## src/rtl/slot_gate_pkg.sv

```systemverilog
package slot_gate_pkg;
  localparam int DEF_SLOTS  = 16;
  localparam int DEF_TASKS  = 4;
  localparam int DEF_DIV_W  = 8;
  localparam int DEF_TIME_W = 32;
endpackage

```

## src/rtl/slot_rate_div.sv

```systemverilog
module slot_rate_div #(
  parameter int DIV_W = slot_gate_pkg::DEF_DIV_W
) (
  input  logic             clk,
  input  logic             rst_n,
  input  logic [DIV_W-1:0] div_val,
  output logic             tick
);
  logic [DIV_W-1:0] cnt_q;

  function automatic logic at_slot_end(input logic [DIV_W-1:0] c,
                                       input logic [DIV_W-1:0] d);
    return c == d;
  endfunction

  assign tick = at_slot_end(cnt_q, div_val);

  always_ff @(posedge clk) begin
    if (!rst_n)     cnt_q <= '0;
    else if (tick)  cnt_q <= '0;
    else            cnt_q <= cnt_q + 1'b1;
  end


  tick_gap_chk: assert property (@(posedge clk) disable iff (!rst_n)
    tick |=> (div_val == '0 || !tick));
endmodule

```

## src/rtl/slot_sequencer.sv

```systemverilog
module slot_sequencer #(
  parameter int SLOTS = slot_gate_pkg::DEF_SLOTS,
  parameter int TASKS = slot_gate_pkg::DEF_TASKS,
  parameter int DIV_W = slot_gate_pkg::DEF_DIV_W,
  localparam int SLOT_W = $clog2(SLOTS),
  localparam int TASK_W = $clog2(TASKS),
  localparam int MAP_W  = SLOTS * TASK_W
) (
  input  logic              clk,
  input  logic              rst_n,
  input  logic              tick,
  input  logic              cfg_wr,
  input  logic [MAP_W-1:0]  cfg_map,
  input  logic [TASKS-1:0]  cfg_off,
  input  logic [DIV_W-1:0]  cfg_div,
  output logic [SLOT_W-1:0] ptr,
  output logic [TASKS-1:0]  off_act,
  output logic [DIV_W-1:0]  div_act,
  output logic [TASK_W-1:0] task_id
);
  logic [MAP_W-1:0]  map_act;
  logic [MAP_W-1:0]  map_stg;
  logic [TASKS-1:0]  off_stg;
  logic [DIV_W-1:0]  div_stg;
  logic              pend_q;
  logic              wrap;
  logic [TASK_W-1:0] owner_w [SLOTS];

  for (genvar s = 0; s < SLOTS; s++) begin : g_owner
    assign owner_w[s] = map_act[s*TASK_W +: TASK_W];
  end

  function automatic logic is_last_slot(input logic [SLOT_W-1:0] p);
    return p == SLOT_W'(SLOTS - 1);
  endfunction

  assign wrap    = tick && is_last_slot(ptr);
  assign task_id = owner_w[ptr];

  always_ff @(posedge clk) begin
    if (!rst_n) begin
      ptr     <= '0;
      map_act <= '0;
      off_act <= '0;
      div_act <= '0;
      map_stg <= '0;
      off_stg <= '0;
      div_stg <= '0;
      pend_q  <= 1'b0;
    end else begin
      if (tick) ptr <= ptr + 1'b1;
      if (wrap && pend_q) begin
        map_act <= map_stg;
        off_act <= off_stg;
        div_act <= div_stg;
      end
      if (cfg_wr) begin
        map_stg <= cfg_map;
        off_stg <= cfg_off;
        div_stg <= cfg_div;
        pend_q  <= 1'b1;
      end else if (wrap) begin
        pend_q  <= 1'b0;
      end
    end
  end


  ptr_hold_chk: assert property (@(posedge clk) disable iff (!rst_n)
    !tick |=> $stable(ptr));

  ptr_step_chk: assert property (@(posedge clk) disable iff (!rst_n)
    tick |=> ptr == SLOT_W'($past(ptr) + 1'b1));

  cfg_at_wrap_chk: assert property (@(posedge clk) disable iff (!rst_n)
    (!$stable(map_act) || !$stable(off_act) || !$stable(div_act)) |-> ptr == '0);
endmodule

```

## src/rtl/wait_timer.sv

```systemverilog
module wait_timer #(
  parameter int TIME_W = slot_gate_pkg::DEF_TIME_W
) (
  input  logic              clk,
  input  logic              rst_n,
  input  logic              wait_arm,
  input  logic [TIME_W-1:0] wait_target,
  output logic              wait_done
);
  logic [TIME_W-1:0] sys_cnt;
  logic [TIME_W-1:0] tgt_q;
  logic              armed_q;

  function automatic logic hit(input logic [TIME_W-1:0] now,
                               input logic [TIME_W-1:0] tgt);
    return now == tgt;
  endfunction

  assign wait_done = armed_q && hit(sys_cnt, tgt_q);

  always_ff @(posedge clk) begin
    if (!rst_n) begin
      sys_cnt <= '0;
      tgt_q   <= '0;
      armed_q <= 1'b0;
    end else begin
      sys_cnt <= sys_cnt + 1'b1;
      if (wait_arm) begin
        tgt_q   <= wait_target;
        armed_q <= 1'b1;
      end else if (wait_done) begin
        armed_q <= 1'b0;
      end
    end
  end


  time_step_chk: assert property (@(posedge clk) disable iff (!rst_n)
    1'b1 |=> sys_cnt == TIME_W'($past(sys_cnt) + 1'b1));

  done_pulse_chk: assert property (@(posedge clk) disable iff (!rst_n)
    (wait_done && !wait_arm) |=> !wait_done);
endmodule

```

## src/rtl/slot_clk_gate.sv

```systemverilog
module slot_clk_gate #(
  parameter int SLOTS  = slot_gate_pkg::DEF_SLOTS,
  parameter int TASKS  = slot_gate_pkg::DEF_TASKS,
  parameter int DIV_W  = slot_gate_pkg::DEF_DIV_W,
  parameter int TIME_W = slot_gate_pkg::DEF_TIME_W
) (
  input  logic                             clk,
  input  logic                             rst_n,
  input  logic                             cfg_wr,
  input  logic [SLOTS*$clog2(TASKS)-1:0]   cfg_slot_map,
  input  logic [TASKS-1:0]                 cfg_off_mask,
  input  logic [DIV_W-1:0]                 cfg_divider,
  input  logic                             wait_arm,
  input  logic [TIME_W-1:0]                wait_target,
  output logic                             eng_clk_en,
  output logic [$clog2(TASKS)-1:0]         task_id,
  output logic                             wait_done
);
  localparam int SLOT_W = $clog2(SLOTS);

  logic              tick;
  logic [SLOT_W-1:0] ptr;
  logic [TASKS-1:0]  off_act;
  logic [DIV_W-1:0]  div_act;
  logic              slot_live;

  slot_rate_div #(.DIV_W(DIV_W)) u_div (
    .clk(clk), .rst_n(rst_n), .div_val(div_act), .tick(tick)
  );

  slot_sequencer #(.SLOTS(SLOTS), .TASKS(TASKS), .DIV_W(DIV_W)) u_seq (
    .clk(clk), .rst_n(rst_n), .tick(tick),
    .cfg_wr(cfg_wr), .cfg_map(cfg_slot_map), .cfg_off(cfg_off_mask),
    .cfg_div(cfg_divider), .ptr(ptr), .off_act(off_act),
    .div_act(div_act), .task_id(task_id)
  );

  wait_timer #(.TIME_W(TIME_W)) u_wait (
    .clk(clk), .rst_n(rst_n), .wait_arm(wait_arm),
    .wait_target(wait_target), .wait_done(wait_done)
  );

  assign slot_live  = !off_act[task_id];
  assign eng_clk_en = (tick && slot_live) || wait_done;


  gated_slot_chk: assert property (@(posedge clk) disable iff (!rst_n)
    (eng_clk_en && !wait_done) |-> !off_act[task_id]);

  task_move_chk: assert property (@(posedge clk) disable iff (!rst_n)
    !$stable(task_id) |-> $past(tick));

  all_off_chk: assert property (@(posedge clk) disable iff (!rst_n)
    (&off_act && !wait_done) |-> !eng_clk_en);
endmodule

```

## config.mk

```make
export PLATFORM = sky130hd
export DESIGN_NAME = slot_clk_gate
export DESIGN_NICKNAME = d
export VERILOG_FILES = /design/src/rtl/slot_gate_pkg.sv /design/src/rtl/slot_rate_div.sv /design/src/rtl/slot_sequencer.sv /design/src/rtl/wait_timer.sv /design/src/rtl/slot_clk_gate.sv
export SDC_FILE = /design/constraint.sdc
export NUM_CORES = 1
export LEC_CHECK = 0
export ABC_CLOCK_PERIOD_IN_PS = 2500
export CAP_MARGIN = 15
export CORE_ASPECT_RATIO = 1.5
export CORE_MARGIN = 2
export CORE_UTILIZATION = 56
export CTS_CLUSTER_SIZE = 12
export DETAILED_ROUTE_END_ITERATION = 6
export PLACE_DENSITY = 0.76
export SYNTH_ARGS = -nofsm -noshare
export SYNTH_HDL_FRONTEND = slang
export SYNTH_SLANG_ARGS = --single-unit
```

## constraint.sdc

```tcl
create_clock -name clk -period 2.5 [get_ports clk]
set_input_delay 0.375 -clock clk [delete_from_list [all_inputs] [get_ports clk]]
set_output_delay 0.375 -clock clk [all_outputs]
set_load 0.05 [all_outputs]
```

Word-level counts from Yosys, hierarchy flattened. Index checks and enable logic that the tools add are counted.

Bits in registers: 166. Output and inout bits: 4.

Add/subtract/negate cells: 3. $lt $le $gt $ge: 2. Equal/unequal tests: 3. Mux-type cells: 9. Bitwise gates (word level): 2. Reductions and logical operators: 9.

Operators by type and width (count): adder 32 x 1 -> 32 bit (second input constant) (1); equality test 32 bit (1); adder 8 x 1 -> 8 bit (second input constant) (1); binary-select mux 2 bit (select 4 bit) (1); equality test 8 bit (1); greater-or-equal comparator 5 bit (second input constant) (1); two-way mux 1 bit (5); inverter 4 -> 5 bit (1); adder 4 x 1 -> 4 bit (second input constant) (1); equality test 4 bit (second input constant) (1); logical AND 1 bit (4); two-way mux 2 bit (2); nonzero test 2 bit (2); < comparator 2 x 3 -> 1 bit (second input constant) (1); binary-select mux 1 bit (select 2 bit) (1); OR reduction 2 bit (1); logical NOT 1 bit (1); logical OR 1 bit (1); inverter 1 bit (1).

Longest topological paths before layout. Gate-level depths: netlist (run 1).

Depth in word-level cells: 9. Mapped depth: 7. Mapped depth without buffers: 6.

Modules after synthesis. Synthesis (run 1) repeated with hierarchy kept, for this count alone.

Cell total of the unflattened synthesis: 749. Area total of the unflattened synthesis: 7221.9 um^2.

By module, submodules not included: slot_sequencer (instances 1, cells an instance 386, area an instance 3653.5 um^2); wait_timer (instances 1, cells an instance 312, area an instance 3057.9 um^2); slot_rate_div (instances 1, cells an instance 46, area an instance 467.9 um^2); slot_clk_gate (instances 1, cells an instance 5, area an instance 42.5 um^2).

Worst setup path before layout (run 1). No wires, ideal clock.

Path type: register to output. Start: reg u_wait.sys_cnt[3]. End: out eng_clk_en. Arrival time: 3134 ps. Setup slack: -1009 ps. Stages on the path, launching flop included: 7. Buffers on the path: 1. Cells stage by stage: dfxtp_1 -> clkbuf_1 -> xor2_1 -> nor4_1 -> nand2_1 -> nor4_1 -> a221o_1.

Longest elaborated chain between the ends: 3.

RTL lines: start, declared (line wait_timer.sv:10) `logic [TIME_W-1:0] sys_cnt;`; start signal, assigned (line wait_timer.sv:27) `sys_cnt <= sys_cnt + 1'b1;`; equality test 32 bit (line wait_timer.sv:16) `return now == tgt;`; logical AND 1 bit (line wait_timer.sv:19) `assign wait_done = armed_q && hit(sys_cnt, tgt_q);`; named net wait_done (line slot_clk_gate.sv:17) `output logic wait_done`; logical OR 1 bit (line slot_clk_gate.sv:44) `assign eng_clk_en = (tick && slot_live) || wait_done;`; end, declared (line slot_clk_gate.sv:15) `output logic eng_clk_en,`.

The timed path passes the listed nets, and every way through them passes these cells.

Worst setup path after layout (run 1).
Start: reg u_seq.ptr[1]. End: out eng_clk_en.

Longest elaborated chain between the ends: 9.

RTL lines: start, declared (line slot_sequencer.sv:16) `output logic [SLOT_W-1:0] ptr,`; start signal, assigned (line slot_sequencer.sv:51) `if (tick) ptr <= ptr + 1'b1;`; inverter 4 -> 5 bit (not written as such) (line slot_sequencer.sv:38) `assign task_id = owner_w[ptr];`; binary-select mux 2 bit (select 4 bit) (line slot_sequencer.sv:38); two-way mux 2 bit (not written as such) (2 in series) (line slot_sequencer.sv:38); binary-select mux 1 bit (select 2 bit) (line slot_clk_gate.sv:43) `assign slot_live = !off_act[task_id];`; two-way mux 1 bit (not written as such) (line slot_clk_gate.sv:43); logical NOT 1 bit (line slot_clk_gate.sv:43); logical AND 1 bit (line slot_clk_gate.sv:44); logical OR 1 bit (line slot_clk_gate.sv:44).

Every way passes these cells. The select of a mux whose other input is x is not followed.

==> results of run 1 <==
[power groups by stage]
stage | combinational [uW] | sequential (uW) | clock [uW]
detailed placement | 528 | 2850 | 0
global placement | 516 | 2850 | 0
floorplan | 314 | 2830 | 0
CTS | 533 | 2790 | 2430
global route | 583 | 2800 | 2550
finish | 537 | 2790 | 2410
[final timing paths]
check	cells after the start	slack, ns	to	start
worst max register to register	6	0.51	u_wait.sys_cnt[26]	u_wait.sys_cnt[0]
worst max-delay path	7	-0.30	eng_clk_en	u_seq.ptr[1]
worst min register to register	2	0.48	u_seq.div_act[7]	u_seq.div_stg[7]
worst min-delay path	2	0.48	u_seq.div_act[7]	u_seq.div_stg[7]
[timing repair]
item | CTS | global route
hold buffers | 0 | 0
cloned | 0 | 0
pin swaps | 1 | 4
resized for setup | 7 | 13
setup endpoints to repair | 3 | 3
buffers inserted | 0 | 2
[state kept, by name, summed over array words and instances (netlist names)]
signal and count:
u_seq.div_act 8, u_seq.off_act 4, u_wait.armed_q 1, u_div.cnt_q 8
u_seq.map_act 32, u_seq.div_stg 8, u_wait.tgt_q 32, u_seq.off_stg 4
u_seq.ptr 4, u_seq.pend_q 1, u_seq.map_stg 32, u_wait.sys_cnt 32
[area by class of cell]
class / count / area (sq um) / share of cell area [%]
inverter: 8 / 32.5 / 0.370
sequential: 166 / 3340 / 38.0
tap: 156 / 195 / 2.22
timing repair buffer: 110 / 1080 / 12.3
clock inverter: 12 / 96.3 / 1.10
multi-input combinational: 536 / 3600 / 40.9
clock buffer: 19 / 453 / 5.15
[layout by cell type (no fill, tap or decap), types with 8 or more instances in the layout]
| master | n |
|---|---|
| a21oi_1 | 51 |
| buf_4 | 25 |
| clkbuf_16 | 17 |
| clkdlybuf4s50_1 | 77 |
| dfxtp_1 | 155 |
| dfxtp_2 | 10 |
| mux2i_1 | 89 |
| nand2_1 | 20 |
| nand2b_1 | 8 |
| nand3_1 | 63 |
| nand4_1 | 10 |
| nor2_1 | 113 |
| nor4_1 | 9 |
| nor4_2 | 8 |
| o21ai_1 | 39 |
| xnor2_1 | 17 |
| xor2_1 | 53 |
[cell families (layout without fill, tap and decap cells)]
family,after synthesis,count (layout),synth area share [%]
flip-flops,166,166,46.7
AND/OR/NAND/NOR,259,259,17.4
adder cells (fa/ha/maj),3,3,0.527
multiplexers,99,99,15.3
XOR/XNOR,70,70,8.61
buffers and inverters,60,149,3.60
AO/OA/AOI/OAI,105,105,7.87
[through the flow]
step	instance area (sq um)	hold WS (ns)	total power [uW]	utilization (%)
final	8800	0.479	5740	70.7
after global routing	8800	0.502	5930	70.7
after CTS	8750	0.480	5760	70.3
after detailed placement	8180	0.466	3380	65.7
after global placement	8180	0.454	3360	65.7
after floorplan	7150	0.443	3140	-
[worst max-delay path: stages (launching register included)]
cell and delay (ns):
dfxtp_4 0.37, buf_6 0.11, mux4_2 0.52, mux2i_4 0.20
mux2i_1 0.11, a21o_1 0.19, a221o_2 0.36, buf_12 0.16
[per-layer routing]
metal	wire length [um]	global-route usage, %	part of all wire, %	vias to the layer above
met2	9290	46.9	56	122
met3	504	4.82	3.0	31
li1	-	-	-	2789
met1	6260	25.6	38	2655
met5	0	0	0	-
met4	484	11.1	2.9	0
==> results.yml, run 1 <==
timing:
  finalSetupViolations: 1
  fin_crit_ns: 2.80
  timing.fmax_ghz: 0.357
  report.final.hold_viol_count: 0
  rsz0062_at_grt: "yes"
  finalClockSkew_ns: 0.00894
  timing.final.ws_setup_ns: -0.300
  period_share_pct: 112
  tns_ns: -0.300
  slew_viol_final: 0
  slew_headroom_pct: 63.4
  worst_pin_slew_ns: 0.543
logic_synthesis:
  synth-seq-area-share_pct: 46.7
  synth_edf_count: 0
  yosys.area.top_type: "dfxtp_1"
  yosysUniqueCellTypes: 42
  async_reset_ff_share_pct: 0
  syn_nets: 845
  netlist_area_sq_um: 7120
  ys_seq_elements: 166
  ys_top_cells_by_area: "dfxtp_1 (47%), mux2i_1 (13%), xor2_1 (6.5%), nor2_1 (6.0%), nand3_1 (4.4%)"
  synth_most_common_cell: "dfxtp_1"
  synthFlopType: "dfxtp_1"
  ys.warnings.count: 0
  synth_top_cell_area_share_pct: 46.7
  synth_commonest_cells: "dfxtp_1 (166), nor2_1 (113), mux2i_1 (91), nand3_1 (63), xor2_1 (53)"
  postSynthCellCount: 762
  avgSynthCellArea_sq_um: 9.34
outcome:
  run_status: "complete, but fails checks"
  violations: "negative setup slack"
clock_network:
  cts_buffers: 17
  worst_skew_pair.late_latency_ns: 0.42
  cts_buffer_depth: 2
  cts_root_buffer: "clkbuf_16"
  ctsHtreeMaxLevel: 4
  cts.sinks: 166
  clk_pin_slew_worst_paths_ns: 0.06
  cts_tree: "built"
power_and_ir_drop:
  power_frac_clock_pct: 42.0
  power_density_nw_per_um2: 653
  switching_share_pct: 24.4
  switchingPower_uw: 1400
  combinationalPowerShare_pct: 9.4
  power_frac_seq_pct: 48.7
  vdd_ir_drop_max_v: 0.000440
  power_leakage_uw: 0.00359
  p_int_uw: 4340
global_routing:
  grt_pass1_wl_mm: 26.2
  antenna_found_initial: 0
  grt_pass1_vias: 5639
  grt_usage_pct: 24.9
  grt-ovfl-total: 0
  grt_max_degree: 45
floorplanning:
  start_util_pct: 57.2
  core-area_sq_um: 12400
  die_y_um: 142
  floorplan.die_area_sq_um: 13600
  die_x_um: 96.1
  ioPinCount: 84
  rows: 50
layout:
  drive_above_1_share_pct: 11.5
  final_nets: 922
  fin_cells: 1007
  syn2layout_area_growth_pct: 23.6
  diodes: 0
  fill_cells: 970
detailed_routing:
  ant_nets: 0
  drc: 0
  drt_iter0_drc: 191
  dr.pass1.iters: 5
  vias: 5597
  wl_mm: 16.5
  post_drt_wl_per_cell_um: 16.4
  viasPerCell: 5.56
job:
  drv_cap: 0
placed_design:
  gp_congestion: 0.902
  post-place-ws_ns: 0.00486
  dpl.cell_count: 974
  dp_hpwl_mm: 11.9
  io_buffers: 83
worst_setup_path:
  critical_path_arrival_ns: 2.43
  end_kind: "primary output"
  start_kind: "flop"
  path_class: "reg -> out"
  critPathRequiredTime_ns: 2.12
  path_max_fanout: 3
min_path:
  hold_class: "reg -> reg"
Note: power is estimated with default switching activity, not from simulation.
==> run 2: changes to the inputs <==
CORE_MARGIN = 3   (was 2)
==> results.yml, run 2 (synthesis results as in run 1) <==
timing:
  fin_crit_ns: 2.81
  slew_headroom_pct: 59.3
  slew_viol_final: 0
  report.final.hold_viol_count: 0
  worst_pin_slew_ns: 0.606
  finalSetupViolations: 2
  timing.fmax_ghz: 0.356
  finalClockSkew_ns: 0.00854
  tns_ns: -0.342
  period_share_pct: 112
  rsz0062_at_grt: "yes"
  timing.final.ws_setup_ns: -0.310
worst_setup_path:
  rrSetupSlack_ns: 0.35
  path_max_fanout: 4
  rr_startpoint: "u_div.cnt_q[2]"
  critPathRequiredTime_ns: 2.12
  worstRegToRegCells: 6
  critical_path_arrival_ns: 2.43
  path_class: "reg -> out"
  start_kind: "flop"
  end_kind: "primary output"
  r2r_end: "u_seq.map_act[14]"
placed_design:
  io_buffers: 83
  placed_cell_area_sq_um: 8180
  gp_congestion: 0.884
  post-place-ws_ns: -0.0253
  dp_hpwl_mm: 11.9
floorplanning:
  start_util_pct: 58.3
  rows: 49
  ioPinCount: 84
  floorplan.die_area_sq_um: 14100
  die_y_um: 144
  core-area_sq_um: 12200
  die_x_um: 98.1
clock_network:
  cts.sinks: 166
  cts_buffer_depth: 2
  worst_skew_pair.late_latency_ns: 0.42
  cts_root_buffer: "clkbuf_16"
  clk_pin_slew_worst_paths_ns: 0.06
  cts_buffers: 17
  cts_tree: "built"
  ctsHtreeMaxLevel: 4
layout:
  utilization_pct: 73.0
  fill_cells: 907
  drive_above_1_share_pct: 11.5
  final_nets: 924
  layout_common_cells: "dfxtp_1 (155), nor2_1 (113), mux2i_1 (90)"
  seq_area_sq_um: 3340
  final_common_cell: "dfxtp_1"
  syn2layout_area_growth_pct: 25.2
  multiInputGateArea_sq_um: 3580
  finish.instance_area_sq_um: 8910
  diodes: 0
power_and_ir_drop:
  power_leakage_uw: 0.00369
  power_density_nw_per_um2: 699
  vdd_ir_drop_max_v: 0.000483
global_routing:
  grt_max_degree: 61
  grt_pass1_wl_mm: 28.0
  grt_usage_pct: 24.5
  antenna_found_initial: 0
  grt_pass1_vias: 5822
  grt-ovfl-total: 0
detailed_routing:
  ant_nets: 0
  viasPerCell: 5.61
  vias: 5640
  dr.pass1.iters: 5
  drt_iter0_drc: 225
  wl_mm: 16.7
  drc: 0
  post_drt_wl_per_cell_um: 16.6
min_path:
  min_to: "u_seq.off_act[3]"
  holdCritStartpoint: "u_seq.off_stg[3]"
  hold_class: "reg -> reg"
  min_path_cells: 2
outcome:
  violations: "negative setup slack"
  run_status: "complete, but fails checks"
job:
  drv_cap: 0
## run 2: cell count changes in the layout (fill, tap and decap cells not counted)
cell        change
clkinvlp_4      -7
bufinv_16       +5
clkinv_2        +2
buf_4           +1
buf_8           +1
clkbuf_8        +1
inv_6           -1
mux2i_1         +1
mux2i_4         -1
nor4_1          +1
nor4_2          -1
## run 2: cell type report
| class | count | area share (%) |
|---|---|---|
| Clock buffer | 20 | 5.24 |
| Clock inverter | 11 | 2.19 |
| Inverter | 8 | 0.365 |
| Multi-Input combinational cell | 536 | 40.2 |
| Sequential cell | 166 | 37.5 |
| Tap cell | 153 | 2.15 |
| Timing Repair Buffer | 112 | 12.4 |
## run 2: layer usage
metal	GRT usage (%)	routed length [um]
met1	26.7	6470
met2	45.1	9050
met3	4.63	545
met4	12.4	662
met5	0	0
## run 2: worst max-delay path by stage
stage                      start         end  cells after the start
floorplan           u_seq.ptr[1]  eng_clk_en                      6
global placement    u_seq.ptr[1]  eng_clk_en                      7
detailed placement  u_seq.ptr[1]  eng_clk_en                      7
CTS                 u_seq.ptr[1]  eng_clk_en                      7
global route        u_seq.ptr[1]  eng_clk_en                      7
finish              u_seq.ptr[1]  eng_clk_en                      7
## run 2: worst max-delay path, cell delays in order, from the launching register on
cell and delay, ns:
dfxtp_4 0.38, buf_6 0.12, mux4_2 0.52, mux2i_4 0.21, mux2i_4 0.10, mux2i_1 0.14
a221o_2 0.39, buf_12 0.16
## run 2: where the power goes
group / internal, uW / switching (uW)
sequential: 2730 / 62.4
clock: 1850 / 1040
combinational: 285 / 254
total: 4870 / 1360
## run 2: metrics by stage
step	cells	power [uW]	hold WS [ns]
after floorplan	762	3140	0.443
after global placement	971	3360	0.456
after detailed placement	971	3380	0.465
after CTS	1004	6270	0.480
after global routing	1006	6430	0.503
final	1006	6230	0.477
## run 2: repair_timing
| action | in CTS | in global routing |
|---|---|---|
| setup buffers | 2 | 2 |
| gates resized for setup | 9 | 10 |
| pin swaps | 4 | 1 |
| endpoints found under the setup margin | 3 | 3 |
| hold buffers | 0 | 0 |
